<file path="src/rtl/nibble_ram_pkg.sv">
package nibble_ram_pkg;
  typedef enum logic [2:0] {
    PH_A1, PH_A2, PH_A3, PH_M1, PH_M2, PH_X1, PH_X2, PH_X3
  } phase_e;

  localparam logic [3:0] OP_ADDR    = 4'h0;
  localparam logic [3:0] OP_WR_MAIN = 4'h1;
  localparam logic [3:0] OP_RD_MAIN = 4'h2;
  localparam logic [3:0] OP_WR_PORT = 4'h3;

  typedef struct packed {
    logic       set_addr;
    logic       wr_main;
    logic       rd_main;
    logic       wr_stat;
    logic       rd_stat;
    logic       wr_port;
    logic [1:0] stat_idx;
  } cmd_t;

  function automatic cmd_t decode_op(logic [3:0] op);
    cmd_t c;
    c          = '0;
    c.stat_idx = op[1:0];
    unique case (op[3:2])
      2'b00: begin
        c.set_addr = (op == OP_ADDR);
        c.wr_main  = (op == OP_WR_MAIN);
        c.rd_main  = (op == OP_RD_MAIN);
        c.wr_port  = (op == OP_WR_PORT);
      end
      2'b01:   c.wr_stat = 1'b1;
      2'b10:   c.rd_stat = 1'b1;
      default: ;  // reserved
    endcase
    return c;
  endfunction
endpackage

</file>
<file path="src/rtl/nibble_ram_phase.sv">
module nibble_ram_phase
  import nibble_ram_pkg::*;
(
  input  logic   clk_i,
  input  logic   rst_ni,
  input  logic   sync_i,
  output phase_e phase_o,
  output logic   valid_o
);
  phase_e ph_q;
  logic   locked_q;

  assign phase_o = sync_i ? PH_A1 : ph_q;
  assign valid_o = sync_i | locked_q;

  always_ff @(posedge clk_i or negedge rst_ni) begin
    if (!rst_ni) begin
      ph_q     <= PH_A1;
      locked_q <= 1'b0;
    end else if (valid_o) begin
      ph_q     <= phase_e'(phase_o + 3'd1);
      locked_q <= 1'b1;
    end
  end

  AST_A2_AFTER_SYNC: assert property (@(posedge clk_i) disable iff (!rst_ni)
    sync_i |=> (sync_i || phase_o == PH_A2));
  AST_LOCK_HOLDS: assert property (@(posedge clk_i) disable iff (!rst_ni)
    valid_o |=> valid_o);
endmodule

</file>
<file path="src/rtl/nibble_ram_ctrl.sv">
module nibble_ram_ctrl
  import nibble_ram_pkg::*;
#(
  parameter int unsigned DATA_W  = 4,
  parameter int unsigned REG_W   = 2,
  parameter int unsigned CHAR_W  = 4,
  parameter int unsigned CHIP_ID = 0
) (
  input  logic              clk_i,
  input  logic              rst_ni,
  input  phase_e            phase_i,
  input  logic              valid_i,
  input  logic              bank_sel_i,
  input  logic [DATA_W-1:0] bus_i,
  output logic              wr_main_o,
  output logic              wr_stat_o,
  output logic              wr_port_o,
  output logic              rd_main_o,
  output logic              rd_stat_o,
  output logic [1:0]        stat_idx_o,
  output logic [REG_W-1:0]  reg_o,
  output logic [CHAR_W-1:0] char_o
);
  localparam int unsigned ADDR_W = 2 * DATA_W;
  localparam int unsigned CHIP_W = ADDR_W - REG_W - CHAR_W;

  cmd_t              cmd_q;
  logic              act_q;
  logic [DATA_W-1:0] hi_q;
  logic [ADDR_W-1:0] addr_q;
  logic              in_m2, in_x2, in_x3, hit, sel;

  assign in_m2 = valid_i && phase_i == PH_M2;
  assign in_x2 = valid_i && phase_i == PH_X2;
  assign in_x3 = valid_i && phase_i == PH_X3;
  assign hit   = addr_q[ADDR_W-1 -: CHIP_W] == CHIP_W'(CHIP_ID);
  assign sel   = act_q & hit & in_x2;

  assign wr_main_o  = sel & cmd_q.wr_main;
  assign wr_stat_o  = sel & cmd_q.wr_stat;
  assign wr_port_o  = sel & cmd_q.wr_port;
  assign rd_main_o  = sel & cmd_q.rd_main;
  assign rd_stat_o  = sel & cmd_q.rd_stat;
  assign stat_idx_o = cmd_q.stat_idx;
  assign reg_o      = addr_q[CHAR_W +: REG_W];
  assign char_o     = addr_q[CHAR_W-1:0];

  always_ff @(posedge clk_i or negedge rst_ni) begin
    if (!rst_ni) begin
      cmd_q  <= '0;
      act_q  <= 1'b0;
      hi_q   <= '0;
      addr_q <= '0;
    end else begin
      if (in_m2) begin
        act_q <= bank_sel_i;
        cmd_q <= decode_op(bus_i);
      end
      if (in_x2 && act_q && cmd_q.set_addr) hi_q <= bus_i;
      if (in_x3 && act_q && cmd_q.set_addr) addr_q <= {hi_q, bus_i};
    end
  end

  AST_ONE_ACTION: assert property (@(posedge clk_i) disable iff (!rst_ni)
    $onehot0({wr_main_o, wr_stat_o, wr_port_o, rd_main_o, rd_stat_o}));
  AST_ADDR_ONLY_X3: assert property (@(posedge clk_i) disable iff (!rst_ni)
    !$stable(addr_q) |-> $past(phase_i) == PH_X3);
endmodule

</file>
<file path="src/rtl/nibble_ram_store.sv">
module nibble_ram_store #(
  parameter int unsigned DATA_W     = 4,
  parameter int unsigned NUM_REGS   = 4,
  parameter int unsigned MAIN_CHARS = 16,
  parameter int unsigned STAT_CHARS = 4
) (
  input  logic                           clk_i,
  input  logic                           rst_ni,
  input  logic                           wr_main_i,
  input  logic                           wr_stat_i,
  input  logic                           wr_port_i,
  input  logic [$clog2(NUM_REGS)-1:0]    reg_i,
  input  logic [$clog2(MAIN_CHARS)-1:0]  char_i,
  input  logic [$clog2(STAT_CHARS)-1:0]  stat_idx_i,
  input  logic [DATA_W-1:0]              wdata_i,
  output logic [DATA_W-1:0]              main_rd_o,
  output logic [DATA_W-1:0]              stat_rd_o,
  output logic [DATA_W-1:0]              port_o
);
  localparam int unsigned MAIN_DEPTH = NUM_REGS * MAIN_CHARS;
  localparam int unsigned STAT_DEPTH = NUM_REGS * STAT_CHARS;

  logic [DATA_W-1:0] main_q [MAIN_DEPTH];
  logic [DATA_W-1:0] stat_q [STAT_DEPTH];
  logic [DATA_W-1:0] port_q;

  assign main_rd_o = main_q[{reg_i, char_i}];
  assign stat_rd_o = stat_q[{reg_i, stat_idx_i}];
  assign port_o    = port_q;

  always_ff @(posedge clk_i or negedge rst_ni) begin
    if (!rst_ni) begin
      for (int i = 0; i < MAIN_DEPTH; i++) main_q[i] <= '0;
    end else if (wr_main_i) begin
      main_q[{reg_i, char_i}] <= wdata_i;
    end
  end

  always_ff @(posedge clk_i or negedge rst_ni) begin
    if (!rst_ni) begin
      for (int i = 0; i < STAT_DEPTH; i++) stat_q[i] <= '0;
    end else if (wr_stat_i) begin
      stat_q[{reg_i, stat_idx_i}] <= wdata_i;
    end
  end

  always_ff @(posedge clk_i or negedge rst_ni) begin
    if (!rst_ni)        port_q <= '0;
    else if (wr_port_i) port_q <= wdata_i;
  end

  AST_PORT_HOLD: assert property (@(posedge clk_i) disable iff (!rst_ni)
    !wr_port_i |=> $stable(port_o));
  AST_STAT_SPARES_MAIN: assert property (@(posedge clk_i) disable iff (!rst_ni)
    wr_stat_i |=> $stable(main_rd_o));
  AST_MAIN_LANDS: assert property (@(posedge clk_i) disable iff (!rst_ni)
    wr_main_i |=> main_rd_o == $past(wdata_i));
endmodule

</file>
<file path="src/rtl/nibble_ram.sv">
module nibble_ram
  import nibble_ram_pkg::*;
#(
  parameter int unsigned DATA_W     = 4,
  parameter int unsigned NUM_REGS   = 4,
  parameter int unsigned MAIN_CHARS = 16,
  parameter int unsigned STAT_CHARS = 4,
  parameter int unsigned CHIP_ID    = 0
) (
  input  logic              clk_i,
  input  logic              rst_ni,
  input  logic              sync_i,
  input  logic              bank_sel_i,
  input  logic [DATA_W-1:0] bus_i,
  output logic [DATA_W-1:0] bus_o,
  output logic              bus_oe_o,
  output logic [DATA_W-1:0] port_o
);
  localparam int unsigned REG_W  = $clog2(NUM_REGS);
  localparam int unsigned CHAR_W = $clog2(MAIN_CHARS);

  phase_e            phase;
  logic              valid;
  logic              wr_main, wr_stat, wr_port, rd_main, rd_stat;
  logic [1:0]        stat_idx;
  logic [REG_W-1:0]  reg_sel;
  logic [CHAR_W-1:0] char_sel;
  logic [DATA_W-1:0] main_rd, stat_rd;

  nibble_ram_phase i_phase (
    .clk_i, .rst_ni, .sync_i,
    .phase_o (phase),
    .valid_o (valid)
  );

  nibble_ram_ctrl #(
    .DATA_W(DATA_W), .REG_W(REG_W), .CHAR_W(CHAR_W), .CHIP_ID(CHIP_ID)
  ) i_ctrl (
    .clk_i, .rst_ni,
    .phase_i    (phase),
    .valid_i    (valid),
    .bank_sel_i,
    .bus_i,
    .wr_main_o  (wr_main),
    .wr_stat_o  (wr_stat),
    .wr_port_o  (wr_port),
    .rd_main_o  (rd_main),
    .rd_stat_o  (rd_stat),
    .stat_idx_o (stat_idx),
    .reg_o      (reg_sel),
    .char_o     (char_sel)
  );

  nibble_ram_store #(
    .DATA_W(DATA_W), .NUM_REGS(NUM_REGS),
    .MAIN_CHARS(MAIN_CHARS), .STAT_CHARS(STAT_CHARS)
  ) i_store (
    .clk_i, .rst_ni,
    .wr_main_i  (wr_main),
    .wr_stat_i  (wr_stat),
    .wr_port_i  (wr_port),
    .reg_i      (reg_sel),
    .char_i     (char_sel),
    .stat_idx_i (stat_idx),
    .wdata_i    (bus_i),
    .main_rd_o  (main_rd),
    .stat_rd_o  (stat_rd),
    .port_o
  );

  assign bus_oe_o = rd_main | rd_stat;
  assign bus_o    = rd_main ? main_rd : (rd_stat ? stat_rd : '0);

  AST_OE_X2_ONLY: assert property (@(posedge clk_i) disable iff (!rst_ni)
    bus_oe_o |-> (valid && phase == PH_X2));
  AST_QUIET_BUS: assert property (@(posedge clk_i) disable iff (!rst_ni)
    !bus_oe_o |-> bus_o == '0);
  AST_NO_WRITE_ON_READ: assert property (@(posedge clk_i) disable iff (!rst_ni)
    bus_oe_o |=> $stable(port_o));
endmodule

</file>
<file path="config.mk">
export PLATFORM = sky130hd
export DESIGN_NAME = nibble_ram
export DESIGN_NICKNAME = d
export VERILOG_FILES = /design/src/rtl/nibble_ram_pkg.sv /design/src/rtl/nibble_ram_phase.sv /design/src/rtl/nibble_ram_ctrl.sv /design/src/rtl/nibble_ram_store.sv /design/src/rtl/nibble_ram.sv
export SDC_FILE = /design/constraint.sdc
export NUM_CORES = 1
export LEC_CHECK = 0
export BUFFER_PORTS_ARGS = -buffer_cell sky130_fd_sc_hd__buf_2
export CAP_MARGIN = 10
export CORE_MARGIN = 2
export CORE_UTILIZATION = 26
export CTS_CLUSTER_DIAMETER = 60
export DETAILED_ROUTE_END_ITERATION = 10
export PLACE_DENSITY_LB_ADDON = 0.08
export SYNTH_ARGS = -nofsm -noshare
export SYNTH_HDL_FRONTEND = slang
export SYNTH_SLANG_ARGS = --single-unit
</file>
<file path="constraint.sdc">
create_clock -name clk_i -period 5.3 [get_ports clk_i]
set_input_delay 0.795 -clock clk_i [delete_from_list [all_inputs] [get_ports clk_i]]
set_output_delay 0.795 -clock clk_i [all_outputs]
set_load 0.1 [all_outputs]
</file>
==> results of run 1 <==
synthesized netlist by cell type (5+ instances only):
cell type and instances:
mux2i_1 16, nor3_1 16, o32ai_1 6, a221oi_1 24, a21oi_1 15, dfrtp_1 349
o21ai_0 16, mux2_2 347, a22o_1 9, o31ai_1 5, nor2_1 83, nand3_1 7
clkbuf_1 66, a22oi_1 54, mux4_2 30, nand2_1 44, o22ai_1 6, nor2b_1 8
buf_1 9, and2_1 7, nand2b_1 10, a31oi_1 6, buf_2 13
metal layers:
metal / vias to the layer above / track usage [%] / part of all wire, %
met5: - / 0 / 0
li1: 4551 / - / -
met3: 85 / 2.91 / 3.9
met2: 200 / 27.7 / 46
met1: 5592 / 24.0 / 47
met4: 0 / 5.87 / 2.9
cell families (layout without fill, tap and decap cells):
family / Yosys count / count (layout) / synth area share (%)
AOI/OAI and AO/OA: 169 / 169 / 7.77
DFF: 349 / 349 / 54.0
and+or+nand+nor: 204 / 204 / 6.18
adders and majority gates: 4 / 4 / 0.309
buffers and inverters: 95 / 142 / 2.37
muxes: 393 / 393 / 29.3
xor gates and xnor gates: 1 / 1 / 0.0542
flip-flops by register name (all words and copies together), names as in the netlist, 2 cells and up:
name               cells
i_ctrl.cmd_q           6
i_store.port_o         4
i_store.stat_q        64
i_ctrl.stat_idx_o      2
i_ctrl.addr_q          8
i_phase.ph_q           3
i_store.main_q       256
i_ctrl.hi_q            4
stage by stage:
step                total power, W  area [um2]  worst slack [ns]  hold slack (ns)
floorplan                  0.00293       16200             0.189            0.450
CTS                        0.00634       18800             0.450            0.315
global route               0.00646       18800             0.352            0.338
finish                     0.00620       18800             0.481            0.299
detailed placement         0.00308       17300             0.977            0.482
global placement           0.00308       17300              1.01            0.482
worst max path at each step:
stage	to	slack, ns	cells after the start
finish	bus_o[3]	0.48	9
CTS	bus_o[3]	0.45	7
global placement	bus_o[2]	1.01	9
detailed placement	bus_o[2]	0.98	9
floorplan	bus_o[2]	0.19	7
global route	bus_o[2]	0.35	6
power breakdown:
group | switching, W | internal, W | total, W
Sequential | 0.0000867 | 0.00269 | 0.00278
Clock | 0.00122 | 0.00197 | 0.00318
Combinational | 0.000150 | 0.0000923 | 0.000243
Total | 0.00145 | 0.00475 | 0.00620
cell type report:
type,instances,area share [%]
clock buffer,69,7.26
clock inverter,11,0.890
inverter,4,0.0797
multi-input combinational,771,37.5
sequential,349,46.4
tap,837,5.56
timing repair buffer,58,2.32
==> impl_results.md, run 1 <==
- Post-CTS sizing: 0
- Crit path max fanout: 24
- Max-cap violation count: 0
- Layout Skew: 0.0218 ns
- Site Rows: 91
- Final setup violation count: 0
- Final hold vios: 0
- Post-DP HPWL: 35.9 mm
- RR Endpoint: i_store.main_q[45]
- Max Root-Sink Buffers: 3
- Sequential cell area: slightly below 9000 um2
- DIE WIDTH: ~250 um
- Total number of vias: between 10000 and 15000
- Register bit total from synthesis: approximately 350
- First-pass GRT wire length: 81.2 mm
- Startpoint types: flop
- Core ar.: 61600 um2
- Commonest non-fill, non-tap cell in the layout: mux2_2
- Top delay family on crit path: buffers and inverters
- Critical R2R Launch: i_phase.ph_q[1]
- Number of routed nets with antenna violations: 0
- Drt first pass iters: 5
- CP max stage delay: 0.76 ns
- PortBufs: 16
- CTS root buf: clkbuf_16
- Dpl cells: a little over 2000
- Initial core utilization: between 20% and 30%
- Post-Syn Area: ~16000 um2
- Finished Core Util: 30.6%
- Post-Syn Nets: about 1200
- RSZ-0062 raised after global routing: false
- Synth top area cells: dfrtp_1 (54%), mux2_2 (24%), mux4_2 (4.2%)
- R2R Setup Slk: approximately 1.7 ns
- Reg clk slew, reported paths: 0.06 ns
- Sink Count: roughly 350
- Layout area overhead: 16.5%
- Crit path cell chain: nor2b_2 -> buf_4 -> buf_4 -> a22oi_1 -> nor3_1 -> nor4_1 -> o2111a_1 -> a41oi_1 -> buf_2
- Ys flop type: dfrtp_1
- Status: complete, no violations
- Nets: between 1000 and 1500
- Share of layout cells above drive strength 1: between 40% and 50%
- Antenna Cells: 0
- Slowest CP cell: dfrtp_2
- Bufs and invs on worst path: 3
- Vias in the first global route: ~11000
- CP required: between 4 and 5 ns
- CP most frequent cell: buf_4
- Slew Viols, Final: 0
- Final std cells w/o fill: 2099
- Synth Warn #: 0
- Number of DRC markers after the initial detailed-route iteration: roughly 640
- Total CTS buffers: between 40 and 50
- Via density: between 4 and 5
- Worst Path Arrival: around 4.0 ns
- Cell taking the most area after synthesis: dfrtp_1
- Setup Crit Path Kind: flop to output pin
- Die area: 64200 um2
- H-tree levels: 2
- Multi-input gate area: ~7100 um2
- Gpl congestion: between 0.7 and 0.8
- Synth top area share: 54.0%
- Async S/R FF share, synth: 100%
- Fin crit share: about 91%
- CP endpoint kind: output pin
- Wire per inst: around 26 um
- # fillers: 6238
- Worst-Margin Slew: 1.05 ns
- CTS Hold Bufs: 0
- Most frequent cells in the layout: mux2_2 (347), dfrtp_1 (346), nor2_1 (81), a22oi_1 (54), clkbuf_16 (47)
- Peak supply drop: roughly 200 uV
- Worst setup startpoint: i_ctrl.addr_q[2]
- Final setup TNS: 0 ns
- TritonCTS clock tree: built
- Unique cell type count in the Yosys netlist: 60
- Clock latency on the worst-skew pair: ~0.58 ns
- Post-synth EDFFs: 0
- Post-CTS Setup Inserts: 0
- Power Dens Cells: 329 nW/um2
- Min Clock Period, post-route: 4.82 ns
- Slew margin rel.: between 30% and 40%
- R2r worst-path depth: 8
- Sequential share of the synthesized area: between 50% and 60%
- P_leak: between 8 and 9 nW
- Drt total wl: between 50 and 60 mm
- Gr usage total: about 17%
- Max Fclk: 208 MHz
- Num ports: 17
- Vert. Die Dim: between 200 and 300 um
- Initial antenna violation count: 0
- Pin count of the biggest net entering global routing: 113
- # DRC: 0
- Min-delay worst type: input pin to async pin
- Total grt overflow: 0
- Post-synthesis area per instance: ~13 um2
- Cells after Synth: ~1200
Note: power is estimated with default switching activity, not from simulation.
==> inputs of run 2 (changes only) <==
Clock period 5.3 ns to 4.8 ns, I/O delays scaled along.
==> impl_results.md, run 2 (synthesis gave the netlist of run 1 again) <==
- Status: complete, no violations (unchanged)
- Placed Area: 17500 um2 (was 17300 um2)
- Most flops, register: i_store.main_q (unchanged)
- Slew margin rel.: 23.5% (was 30.2%)
- Num ports: 17 (unchanged)
- Gpl congestion: 0.809 (was 0.793)
- Top delay family on crit path: simple AND/OR/NAND/NOR gates (was buffers and inverters)
- Dpl cells: 2039 (was 2019)
- Number of routed nets with antenna violations: 0 (unchanged)
- Peak supply drop: 214 uV (was 197 uV)
- Fin crit share: ~97%
- Layout Skew: 0.0324 ns (was 0.0218 ns)
- Setup Crit Path Kind: flop to output pin (unchanged)
- Wire per inst: 26.0 um (about the same)
- Vert. Die Dim: 253 um (unchanged)
- Largest regs: i_store.main_q x256, i_store.stat_q x64, i_ctrl.addr_q x8 (unchanged)
- Pin count of the biggest net entering global routing: 100 (was 113)
- CP max stage delay: 0.78 ns (was 0.76 ns)
- Number of DRC markers after the initial detailed-route iteration: 664 (was 641)
- Post-DP HPWL: 36.8 mm (was 35.9 mm)
- Reg clk slew, reported paths: 0.06 ns (about the same)
- Layout area overhead: 18.1% (was 16.5%)
- Max Fclk: between 200 and 250 MHz
- Initial core utilization: 26.3% (unchanged)
- Gr usage total: 17.7% (was 17.4%)
- Worst Path Arrival: 3.92 ns (was 4.02 ns)
- Final std cells w/o fill: 2126 (was 2099)
- Min Clock Period, post-route: about 4.6 ns
- # DRC: 0 (unchanged)
- Final Total Pwr: 0.00695 W (was 0.00620 W)
- Clock latency on the worst-skew pair: 0.59 ns (was 0.58 ns)
- Final hold vios: 0 (unchanged)
- Slowest CP cell: dfrtp_1 (was dfrtp_2)
- Total CTS buffers: 48 (was 46)
- Startpoint types: flop (unchanged)
- Final setup violation count: 0 (unchanged)
- Final setup TNS: 0 ns (unchanged)
- Sink Count: 349 (unchanged)
- DIE WIDTH: 253 um (unchanged)
- PortBufs: 16 (unchanged)
- Drt first pass iters: 5 (unchanged)
- Drt total wl: 55.2 mm (was 54.7 mm)
- Max-cap violation count: 0 (unchanged)
- Core ar.: 61600 um2 (unchanged)
- Crit path max fanout: 12 (was 24)
- Crit path cell chain: nor2b_1 -> nand2b_1 -> buf_4 -> a21oi_1 -> nor4_1 -> a31oi_1 -> buf_2 (was nor2b_2 -> buf_4 -> buf_4 -> a22oi_1 -> nor3_1 -> nor4_1 -> o2111a_1 -> a41oi_1 -> buf_2)
- Design area: 19100 um2 (was 18800 um2)
- Site Rows: 91 (unchanged)
- Vias in the first global route: 11200 (was 11100)
- Total grt overflow: 0 (unchanged)
- H-tree levels: 2 (unchanged)
- Initial antenna violation count: 0 (unchanged)
- Nets: 1264 (was 1242)
- RSZ-0062 raised after global routing: false (unchanged)
- Number of flip-flops in the largest register: 256 (unchanged)
- P_leak: 8.66 nW (was 8.51 nW)
- Total number of vias: 10500 (was 10400)
- Most frequent cells in the layout: mux2_2 (347), dfrtp_1 (345), nor2_1 (81), buf_4 (60), a22oi_1 (54) (was mux2_2 (347), dfrtp_1 (346), nor2_1 (81), a22oi_1 (54), clkbuf_16 (47))
- Antenna Cells: 0 (unchanged)
- CTS root buf: clkbuf_16 (unchanged)
- CP required: 4.08 ns (was 4.51 ns)
- Power Dens Cells: 364 nW/um2 (was 329 nW/um2)
- Bufs and invs on worst path: 2 (was 3)
- First-pass GRT wire length: 82.4 mm (was 81.2 mm)
- Commonest non-fill, non-tap cell in the layout: mux2_2 (unchanged)
- Min-delay worst type: input pin to async pin (unchanged)
- Share of layout cells above drive strength 1: 42.9% (was 41.4%)
- # fillers: 6184 (was 6238)
- Die area: 64200 um2 (unchanged)
- CP endpoint kind: output pin (unchanged)
- Via density: 4.92 (was 4.97)
- Slew Viols, Final: 0 (unchanged)
- Max Root-Sink Buffers: 3 (unchanged)
- TritonCTS clock tree: built (unchanged)
- Worst-Margin Slew: 1.15 ns (was 1.05 ns)
[run 2: area by class of cell]
type                            count  area, um2  share of cell area (%)
Multi-Input combinational cell    771       7080                    37.1
Inverter                            4       15.0                  0.0786
Clock inverter                     19        228                    1.19
Sequential cell                   349       8740                    45.7
Clock buffer                       68       1390                    7.26
Tap cell                          837       1050                    5.48
Timing Repair Buffer               78        611                    3.20
[run 2: through the flow]
stage               hold WS (ns)  setup WS, ns  utilization, %
floorplan                  0.424         0.402               -
detailed placement         0.482         0.782            28.4
finish                     0.195         0.161            31.0
CTS                        0.237         0.204            31.0
global route               0.279        0.0725            31.0
global placement           0.475         0.801            28.4
[run 2: layer usage]
layer	vias to the layer above	routed length [um]	share of wire [%]	global-route usage (%)
li1	4607	-	-	-
met1	5580	25600	46	24.3
met2	191	26200	48	28.7
met3	88	1940	3.5	2.54
met4	0	1470	2.7	5.55
met5	-	0	0	0
[run 2: worst paths after layout]
path | slack, ns | from | cells past startpoint | end
max in group asynchronous | 3.55 | rst_ni | 2 | i_store.stat_q[38]
worst max register to register | 1.38 | i_phase.ph_q[1] | 8 | i_store.main_q[186]
worst min register to register | 0.50 | i_ctrl.cmd_q[2] | 2 | i_ctrl.cmd_q[2]
min in group clk_i | 0.41 | bank_sel_i | 2 | i_ctrl.act_q
worst min-delay path | 0.19 | rst_ni | 1 | i_store.main_q[43]
worst max-delay path | 0.16 | i_ctrl.addr_q[5] | 7 | bus_o[0]
[run 2: worst register-to-register path, stage by stage, from the launching register on]
cell and delay, ns:
dfrtp_1 0.33, nor2b_1 0.22, ha_1 0.23, nand4b_4 0.13, nor4b_4 0.45, and3_1 0.32, nand2_1 0.51, nor2_1 0.74
mux2_2 0.41
[run 2: power breakdown]
group          internal (W)  switching [W]  total (W)
clock               0.00223        0.00139    0.00362
combinational      0.000103       0.000163   0.000266
sequential          0.00297      0.0000951    0.00307
[run 2: what timing repair did]
item,CTS,global route
buffers inserted,0,0
hold endpoints to repair,0,0
gates resized for setup,0,1
hold buffers,0,0
setup endpoints to repair,0,1
==> inputs of run 3 (changes only) <==
Settings changed: SYNTH_HIERARCHICAL set to 1.
==> impl_results.md, run 3 <==
- Vias in the first global route: 10300 (was 11200)
- Drt total wl: 46.4 mm (was 55.2 mm)
- Total CTS buffers: 46 (was 48)
- Total number of vias: 9304 (was 10500)
- Wire per inst: 23.3 um (was 26.0 um)
- Most common cell in the netlist: dfrtp_1 (unchanged)
- Worst setup startpoint: i_ctrl/addr_q[2] (was i_ctrl.addr_q[5])
- P_leak: 8.69 nW (was 8.66 nW)
- Number of flip-flops in the largest register: 256 (unchanged)
- Share of layout cells above drive strength 1: 49.4% (was 42.9%)
- Layout area overhead: 16.8% (was 18.1%)
- Most frequent cells in the layout: dfrtp_1 (346), mux2_2 (331), mux4_2 (84), nand2_1 (63), clkbuf_16 (47) (was mux2_2 (347), dfrtp_1 (345), nor2_1 (81), buf_4 (60), a22oi_1 (54))
- Post-CTS sizing: 0 (unchanged)
- Pin count of the biggest net entering global routing: 108 (was 100)
- Unique cell type count in the Yosys netlist: 56 (was 60)
- Core ar.: 61700 um2 (was 61600 um2)
- Min-delay worst type: input pin to async pin (unchanged)
- CP endpoint kind: output pin (unchanged)
- Antenna Cells: 0 (unchanged)
- Cells after Synth: 1094 (was 1215)
- Final hold vios: 0 (unchanged)
- Synth top area cells: dfrtp_1 (54%), mux2_2 (23%), mux4_2 (12%) (was dfrtp_1 (54%), mux2_2 (24%), mux4_2 (4.2%))
- Number of DRC markers after the initial detailed-route iteration: 432 (was 664)
- Largest regs: i_store/main_q x256, i_store/stat_q x64, i_ctrl/addr_q x8 (was i_store.main_q x256, i_store.stat_q x64, i_ctrl.addr_q x8)
- Clock latency on the worst-skew pair: 0.58 ns (was 0.59 ns)
- Layout Skew: 0.0184 ns (was 0.0324 ns)
- TritonCTS clock tree: built (unchanged)
- Placed Area: 17400 um2 (was 17500 um2)
- Initial antenna violation count: 0 (unchanged)
- Reg clk slew, reported paths: 0.06 ns (about the same)
- CTS root buf: clkbuf_16 (unchanged)
- Synth Warn #: 6 (was 0)
- Min Clock Period, post-route: 4.51 ns (was 4.64 ns)
- Drt first pass iters: 4 (was 5)
- Sink Count: 349 (unchanged)
- Total grt overflow: 0 (unchanged)
- H-tree levels: 2 (unchanged)
- Dpl ws: 0.748 ns (was 0.782 ns)
- Nets: 1130 (was 1264)
- Worst-Margin Slew: 1.10 ns (was 1.15 ns)
- PortBufs: 16 (unchanged)
- Max-cap violation count: 0 (unchanged)
- Sequential share of the synthesized area: 53.9% (was 54.0%)
- Die area: 64400 um2 (was 64200 um2)
- Vert. Die Dim: 254 um (was 253 um)
- Register bit total from synthesis: 349 (unchanged)
- Startpoint types: flop (unchanged)
- # DRC: 0 (unchanged)
- Power Dens Cells: 357 nW/um2 (was 364 nW/um2)
- Cell taking the most area after synthesis: dfrtp_1 (unchanged)
- Async S/R FF share, synth: 100% (unchanged)
- Slew Viols, Final: 0 (unchanged)
- Ys flop type: dfrtp_1 (unchanged)
- DIE WIDTH: 254 um (was 253 um)
- Peak supply drop: 247 uV (was 214 uV)
- Critical R2R Launch: i_phase/locked_q (was i_phase.ph_q[1])
- RSZ-0062 raised after global routing: false (unchanged)
- Commonest non-fill, non-tap cell in the layout: dfrtp_1 (was mux2_2)
- Post-synthesis area per instance: 14.8 um2 (was 13.3 um2)
- Gpl congestion: 0.759 (was 0.809)
- Via density: 4.66 (was 4.92)
- Number of routed nets with antenna violations: 0 (unchanged)
- Synth top area share: 53.9% (was 54.0%)
- Commonest cells post-synth: dfrtp_1 (349), mux2_2 (331), mux4_2 (84) (was dfrtp_1 (349), mux2_2 (347), nor2_1 (83))
- Post-Syn Area: 16200 um2 (about the same)
- Gr usage total: 15.0% (was 17.7%)
- Post-Syn Nets: 1102 (was 1227)
- Crit path max fanout: 54 (was 12)
- Post-synth EDFFs: 0 (unchanged)
- Final setup TNS: 0 ns (unchanged)
- Max Fclk: 222 MHz (was 216 MHz)
- Fin crit share: 94.0% (was 96.6%)
- Final setup violation count: 0 (unchanged)
- First-pass GRT wire length: 71.1 mm (was 82.4 mm)
- # fillers: 6221 (was 6184)
- Final Total Pwr: 0.00676 W (was 0.00695 W)
- Num ports: 17 (unchanged)
- Most flops, register: i_store/main_q (was i_store.main_q)
- Max Root-Sink Buffers: 3 (unchanged)
- Design area: 18900 um2 (was 19100 um2)
- Setup Crit Path Kind: flop to output pin (unchanged)
- Slew margin rel.: 26.5% (was 23.5%)
- Site Rows: 91 (unchanged)
- Initial core utilization: 26.3% (about the same)
- Worst Path Arrival: 3.79 ns (was 3.92 ns)
- Post-DP HPWL: 30.7 mm (was 36.8 mm)
- Worst Setup Slack, final: 0.288 ns (was 0.161 ns)
- CP required: 4.08 ns (about the same)
- Status: complete, no violations (unchanged)
==> run 3: cells by family after synthesis <==
group,Yosys count,synth area share [%]
multiplexers,435,36.0
flip-flops,349,53.9
AND/OR/NAND/NOR,178,5.62
AO/OA/AOI/OAI,45,1.98
buffers and inverters,86,2.52
XOR/XNOR,1,0.0540
==> run 3: final timing paths <==
| kind | to | slack (ns) | cells after the start |
|---|---|---|---|
| max in group asynchronous | i_store/main_q[151] | 3.54 | 2 |
| max | bus_o[0] | 0.29 | 6 |
| min in group clk_i | i_ctrl/act_q | 0.37 | 2 |
| min reg2reg | i_ctrl/cmd_q[2] | 0.47 | 2 |
| min | i_store/main_q[42] | 0.20 | 1 |
| max reg2reg | i_store/main_q[101] | 1.55 | 9 |
==> run 3: metal layers <==
| metal | vias up | routed length (um) | track usage (%) |
|---|---|---|---|
| met5 | - | 0 | 0 |
| met4 | 0 | 1190 | 5.03 |
| met3 | 68 | 1780 | 2.38 |
| met2 | 130 | 22300 | 24.4 |
| met1 | 5001 | 21100 | 20.5 |
| li1 | 4105 | - | - |
==> run 3: repair_timing <==
| action | 4_1_cts | 5_1_grt |
|---|---|---|
| setup endpoints to repair | 0 | 3 |
| buffers inserted | 0 | 1 |
| hold buffers | 0 | 0 |
==> run 3: metrics by stage <==
| step | hold slack [ns] | cells | utilization, % |
|---|---|---|---|
| 2_1_floorplan | 0.424 | 1094 | - |
| 3_3_place_gp | 0.453 | 1910 | 28.1 |
| 3_5_place_dp | 0.462 | 1910 | 28.1 |
| 4_1_cts | 0.253 | 1995 | 30.6 |
| 5_1_grt | 0.271 | 1996 | 30.7 |
| 6_report | 0.197 | 1996 | 30.7 |
==> run 3: layout make-up <==
type / count / area [um2] / share of cell area (%)
Clock buffer: 68 / 1360 / 7.16
Clock inverter: 17 / 198 / 1.04
Inverter: 4 / 15.0 / 0.0793
Multi-Input combinational cell: 659 / 7070 / 37.4
Sequential cell: 349 / 8740 / 46.2
Tap cell: 837 / 1050 / 5.53
Timing Repair Buffer: 62 / 505 / 2.67
==> run 3: worst max-delay path, stage by stage (launching register included) <==
cell and delay (ns):
dfrtp_4 1.00, mux4_2 0.43, a22oi_1 0.28, a21oi_1 0.19, or4_1 0.68, a22o_1 0.31, buf_2 0.30
==> run 3: where the power goes <==
group / switching (W) / leakage (nW) / internal (W) / total [W]
clock network: 0.00136 / 0.762 / 0.00212 / 0.00349
registers: 0.0000457 / 4.86 / 0.00297 / 0.00301
logic: 0.000173 / 3.07 / 0.0000834 / 0.000256
total: 0.00158 / 8.69 / 0.00517 / 0.00676
